## src/rtl/xbus_pkg.sv

```systemverilog
package xbus_pkg;
    typedef enum logic [0:0] {
        ST_IDLE   = 1'b0,
        ST_ACCESS = 1'b1
    } xbus_state_e;

    localparam int SYNC_STAGES = 2;
endpackage

```

## src/rtl/xbus_ack_sync.sv

```systemverilog
module xbus_ack_sync #(
    parameter int STAGES = 2
) (
    input  logic clk,
    input  logic rst_n,
    input  logic ack_raw,
    input  logic use_sync,
    output logic ack_q
);
    logic [STAGES-1:0] pipe;

    always_ff @(posedge clk or negedge rst_n) begin
        if (!rst_n) pipe <= '0;
        else        pipe <= {pipe[STAGES-2:0], ack_raw};
    end

    assign ack_q = use_sync ? pipe[STAGES-1] : ack_raw;
endmodule

```

## src/rtl/xbus_cs_decode.sv

```systemverilog
module xbus_cs_decode #(
    parameter int NCS = 4,
    parameter int TW  = 4
) (
    input  logic [TW-1:0]     tag,
    input  logic [NCS*TW-1:0] base,
    input  logic [NCS*TW-1:0] mask,
    input  logic [NCS-1:0]    pol,
    input  logic              active,
    output logic [NCS-1:0]    cs_level
);
    logic [NCS-1:0] hit;
    logic [NCS-1:0] sel;

    for (genvar i = 0; i < NCS; i++) begin : g_line
        assign hit[i] = ((tag ^ base[i*TW +: TW]) & mask[i*TW +: TW]) == '0;
    end

    always_comb begin
        logic found;
        found = 1'b0;
        sel   = '0;
        for (int i = 0; i < NCS; i++) begin
            if (hit[i] && !found) begin
                sel[i] = 1'b1;
                found  = 1'b1;
            end
        end
    end

    assign cs_level = ~(pol ^ (sel & {NCS{active}}));
endmodule

```

## src/rtl/xbus_cycle_ctrl.sv

```systemverilog
module xbus_cycle_ctrl #(
    parameter int AW  = 16,
    parameter int DW  = 24,
    parameter int WW  = 4,
    parameter int NCS = 4,
    parameter int TW  = 4
) (
    input  logic              clk,
    input  logic              rst_n,
    input  logic              req_valid,
    input  logic              req_write,
    input  logic [AW-1:0]     req_addr,
    input  logic [DW-1:0]     req_wdata,
    output logic              done,
    output logic [DW-1:0]     rdata,
    input  logic              bus_master,
    input  logic [WW-1:0]     cfg_wait,
    input  logic              cfg_ack_async,
    input  logic [NCS*TW-1:0] cfg_cs_base,
    input  logic [NCS*TW-1:0] cfg_cs_mask,
    input  logic [NCS-1:0]    cfg_cs_pol,
    output logic [AW-1:0]     ext_addr,
    output logic [DW-1:0]     ext_data_o,
    input  logic [DW-1:0]     ext_data_i,
    output logic              ext_data_oe,
    output logic              ext_rd_n,
    output logic              ext_wr_n,
    output logic              ext_strobe_oe,
    output logic [NCS-1:0]    ext_cs,
    output logic              ext_cs_oe,
    input  logic              ext_ack_n
);
    import xbus_pkg::*;

    localparam int SYNC = SYNC_STAGES;
    localparam int BLW  = $clog2(SYNC + 1);

    xbus_state_e state_q, state_d;

    logic          pend_valid, pend_write;
    logic [AW-1:0] pend_addr;
    logic [DW-1:0] pend_wdata;
    logic          cyc_write;
    logic [AW-1:0] cyc_addr;
    logic [DW-1:0] cyc_wdata;
    logic [WW-1:0] wait_cnt;
    logic [BLW-1:0] blank_cnt;
    logic          ack_en, ack_hit, ack_in;
    logic          done_q;
    logic [DW-1:0] rdata_q;
    logic          start, finish, in_acc;

    xbus_ack_sync #(.STAGES(SYNC)) u_ack_sync (
        .clk      (clk),
        .rst_n    (rst_n),
        .ack_raw  (~ext_ack_n),
        .use_sync (cfg_ack_async),
        .ack_q    (ack_in)
    );

    xbus_cs_decode #(.NCS(NCS), .TW(TW)) u_cs_decode (
        .tag      (cyc_addr[AW-1 -: TW]),
        .base     (cfg_cs_base),
        .mask     (cfg_cs_mask),
        .pol      (cfg_cs_pol),
        .active   (in_acc),
        .cs_level (ext_cs)
    );

    assign in_acc = (state_q == ST_ACCESS);
    assign start  = (state_q == ST_IDLE) && pend_valid && bus_master;
    assign finish = in_acc && (wait_cnt == '0) && (!ack_en || ack_hit);

    // Next state: START, FINISH, STRETCH
    always_comb begin
        state_d = state_q;
        unique case (state_q)
            ST_IDLE:   if (start)  state_d = ST_ACCESS;
            ST_ACCESS: if (finish) state_d = ST_IDLE;
        endcase
    end

    // State register and cycle datapath
    always_ff @(posedge clk or negedge rst_n) begin
        if (!rst_n) begin
            state_q    <= ST_IDLE;
            pend_valid <= 1'b0;
            pend_write <= 1'b0;
            pend_addr  <= '0;
            pend_wdata <= '0;
            cyc_write  <= 1'b0;
            cyc_addr   <= '0;
            cyc_wdata  <= '0;
            wait_cnt   <= '0;
            blank_cnt  <= '0;
            ack_en     <= 1'b0;
            ack_hit    <= 1'b0;
            done_q     <= 1'b0;
            rdata_q    <= '0;
        end else begin
            state_q    <= state_d;
            pend_valid <= (pend_valid && !start) || req_valid;
            if (req_valid) begin
                pend_write <= req_write;
                pend_addr  <= req_addr;
                pend_wdata <= req_wdata;
            end
            if (start) begin
                cyc_write <= pend_write;
                cyc_addr  <= pend_addr;
                cyc_wdata <= pend_wdata;
                wait_cnt  <= cfg_wait;
                ack_en    <= (cfg_wait != '0);
                ack_hit   <= 1'b0;
                blank_cnt <= cfg_ack_async ? BLW'(SYNC) : '0;
            end else if (in_acc) begin
                if (wait_cnt != '0)  wait_cnt  <= wait_cnt - 1'b1;
                if (blank_cnt != '0) blank_cnt <= blank_cnt - 1'b1;
                else if (ack_in)     ack_hit   <= 1'b1;
            end
            done_q <= finish;
            if (finish && !cyc_write) rdata_q <= ext_data_i;
        end
    end

    // Outputs
    always_comb begin
        ext_rd_n      = !(in_acc && !cyc_write && bus_master);
        ext_wr_n      = !(in_acc &&  cyc_write && bus_master);
        ext_data_oe   = in_acc && cyc_write && bus_master;
        ext_strobe_oe = bus_master;
        ext_cs_oe     = bus_master;
        ext_addr      = cyc_addr;
        ext_data_o    = cyc_wdata;
        done          = done_q;
        rdata         = rdata_q;
    end
endmodule

```

## config.mk

```make
export PLATFORM = sky130hd
export DESIGN_NAME = xbus_cycle_ctrl
export DESIGN_NICKNAME = d
export VERILOG_FILES = /design/src/rtl/xbus_pkg.sv /design/src/rtl/xbus_ack_sync.sv /design/src/rtl/xbus_cs_decode.sv /design/src/rtl/xbus_cycle_ctrl.sv
export SDC_FILE = /design/constraint.sdc
export NUM_CORES = 1
export LEC_CHECK = 0
export CAP_MARGIN = 20
export CORE_MARGIN = 4
export CORE_UTILIZATION = 48
export CTS_CLUSTER_DIAMETER = 100
export CTS_CLUSTER_SIZE = 25
export DETAILED_ROUTE_END_ITERATION = 16
export GPL_ROUTABILITY_DRIVEN = 1
export GPL_TIMING_DRIVEN = 0
export PLACE_DENSITY = 0.86
export SLEW_MARGIN = 20
export SYNTH_ARGS = -nofsm -noshare
export SYNTH_HDL_FRONTEND = slang
export SYNTH_SLANG_ARGS = --single-unit
```

## constraint.sdc

```tcl
create_clock -name clk -period 5.85 [get_ports clk]
set_clock_uncertainty 0.15 [all_clocks]
set_input_delay 1.755 -clock clk [delete_from_list [all_inputs] [get_ports clk]]
set_output_delay 1.755 -clock clk [all_outputs]
set_load 0.05 [all_outputs]
```

==> results.toml <==
[cells_and_area]
fillers = 715
area_delta_synth_final_pct = 52.6
fin_cells = 773
final_layout_size_suffix_gt1_share_pct = 19.0
fin_util_pct = 74.7
antenna_cells = 0
nets = 738
design_area_um2 = 7680

[critical_path]
worst-endpoint-required_ns = 3.94
crit_chain = "clkdlybuf4s50_1 -> xor2_1 -> a22oi_1 -> a21oi_1 -> nand3_1 -> xor2_1 -> clkdlybuf4s50_1"
crit_family = "buffers and inverters"
path_buf_inv = 2
worst_setup_path_start_kind = "primary input"
crit_arrival_ns = 3.78
critPathMaxFanout = 3
max_stage_delay_ns = 0.81
crit_slowest_cell = "clkdlybuf4s50_1"
path_class = "in -> out"
crit_path_end_kind = "primary output"

[floorplan]
fp-row-count = 37
ios = 185
dieArea_um2 = 12200
core-area_um2 = 10300
initial_utilization_pct = 49.0
fp.dieW_um = 110
die_h_um = 110

[route]
top_layer_used = "met4"
vias = 3768
first_pass_iters = 5
route.met2.wl_um = 6650
drt_iter0_drc = 177
wl_per_cell_um = 16.2
viasPerCell = 4.87
wirelength_um = 12500
drc = 0
wl_met1_um = 4750
ant_nets = 0
wl_met3_um = 1040

[grt]
grt.overflow.total = 0
grt_pass1_wl_um = 19400
grt.total_usage_pct = 21.0
antenna_found_initial = 0
grt_max_degree = 63
grt_pass1_vias = 4027

[yosys]
synthCells = 421
yosysTopAreaCell = "dfrtp_1"
ys_top_cells_by_count = "130 x nand2_1, 119 x dfrtp_1, 45 x mux2_2"
yosysMostFrequentCell = "nand2_1"
yosys_warnings = 0
synth_area_um2 = 5030
synth_top_area_share_pct = 59.2
synth_area_leaders = "dfrtp_1 59%, mux2_2 10%, nand2_1 9.7%"
synth.avg_cell_area_um2 = 12.0
syn_nets = 535
seq_area_frac_synth_pct = 59.2
synthArstFlopShare_pct = 100
synthDistinctLibCells = 32
ys_seq_elements = 119
synth_edf_count = 0
synth-main-ff-cell = "dfrtp_1"

[sta]
post-route-period-util_pct = 97.2
relSlewSlack_pct = 57.1
rsz0062_at_grt = "false"
timing.hold.ws_ns = 0.197
setup_violations = 0
worst_slew_pin_slew_ns = 0.643
fin_tns_setup_ns = 0
finalCriticalPeriod_ns = 5.69
timing.final.ws_setup_ns = 0.161
fmax_mhz = 176
drv_slew = 0
finalHoldViolations = 0

[clock_network]
ctsResizeCount = 2
root_buffer = "clkbuf_8"
cts_tree = "yes"
cts_inserted_buffers = 17
clk_pin_slew_ns = 0.06
cts_setup_buffers = 0
htreeDepth = 4
cts_hold_buf = 0
cts.sinks = 119
worstSkewPairLatency_ns = 0.50
clk_path_buf_depth = 2

[run]
maxCapViolCount = 0

[place]
dp_cells = 741
place_area_um2 = 7060
place_hpwl_um = 9350
gp_congestion = 0.816
numPortBuffers = 183
post-place-ws_ns = -0.0818

[power]
p_switching_mw = 1.85
power.internal_mw = 2.62
p_clk_share_pct = 24.0
leakage_nw = 3.51
p_per_area_nw_per_um2 = 583
power_frac_comb_pct = 47.8
finalPower_mw = 4.47
p_sw_share_pct = 41.3
pwr-share-seq_pct = 28.2
vdd_drop_max_uv = 379

[outcome]
status = "finished clean"

[worst_hold_path]
min_path_type = "reg -> reg"
==> logic make-up (layout without fill, tap and decap cells) <==
kind of cell | Yosys count | after routing | synth area share [%]
simple gates | 151 | 151 | 12.4
flops | 119 | 119 | 59.2
mux | 65 | 65 | 16.0
buf+inv | 34 | 250 | 4.15
compound gates | 29 | 29 | 3.98
xor+xnor | 20 | 20 | 3.48
fa+ha+maj | 3 | 3 | 0.746
==> worst paths after layout <==
path / startpoint / endpoint / slack, ns / depth (start not counted)
worst max-delay path: cfg_cs_base[2] / ext_cs[1] / 0.16 / 7
worst min-delay path: u_ack_sync.pipe[0] / u_ack_sync.pipe[1] / 0.20 / 0
worst max register to register: wait_cnt[0] / rdata[18] / 3.84 / 8
worst min register to register: u_ack_sync.pipe[0] / u_ack_sync.pipe[1] / 0.20 / 0
max in group asynchronous: rst_n / ext_data_o[11] / 3.80 / 2
min in group asynchronous: rst_n / rdata[3] / 1.06 / 1
==> routing by layer <==
metal / vias to the layer above / track usage (%)
met4: 0 / 5.80
met1: 1832 / 23.8
met2: 143 / 37.5
met5: - / 0
li1: 1785 / -
met3: 8 / 7.34
==> sequential cells by signal (all words and copies together) (netlist names) <==
| name | cells |
|---|---|
| pend_valid | 1 |
| ack_hit | 1 |
| u_ack_sync.pipe | 2 |
| pend_wdata | 24 |
| cyc_write | 1 |
| pend_write | 1 |
| in_acc | 1 |
| ack_en | 1 |
| blank_cnt | 2 |
| ext_data_o | 24 |
| ext_addr | 16 |
| rdata | 24 |
| wait_cnt | 4 |
| pend_addr | 16 |
| done | 1 |
==> power by group through the flow <==
stage,clock network [mW],registers (mW),logic (mW)
after floorplan,0,2.00,0.687
after global placement,0,1.26,2.10
after detailed placement,0,1.28,2.15
after CTS,1.09,1.26,2.16
after global routing,1.14,1.30,2.26
final,1.07,1.26,2.14
==> final cells by class <==
class	count	area [µm²]	share of cell area, %
Sequential cell	119	2980	38.8
Timing Repair Buffer	184	1860	24.2
Multi-Input combinational cell	268	1840	24.0
Clock buffer	18	418	5.44
Clock inverter	14	200	2.61
Buffer	25	175	2.28
Tap cell	136	170	2.22
Inverter	9	33.8	0.440
==> layout by cell type, fill, tap and decap left out, types with 6 or more instances in the layout <==
cell type | Yosys | final
dfrtp_1 | 119 | 119
buf_2 | 9 | 9
nand2_1 | 130 | 130
clkbuf_1 | 6 | 7
clkdlybuf4s50_1 | 0 | 180
mux2_4 | 20 | 20
mux2_2 | 45 | 45
inv_1 | 9 | 9
clkbuf_16 | 0 | 16
o21ai_0 | 10 | 10
nand3_1 | 7 | 7
xor2_1 | 19 | 19
buf_4 | 6 | 6
a22oi_1 | 9 | 9
Power figures use the tool's default switching activity.
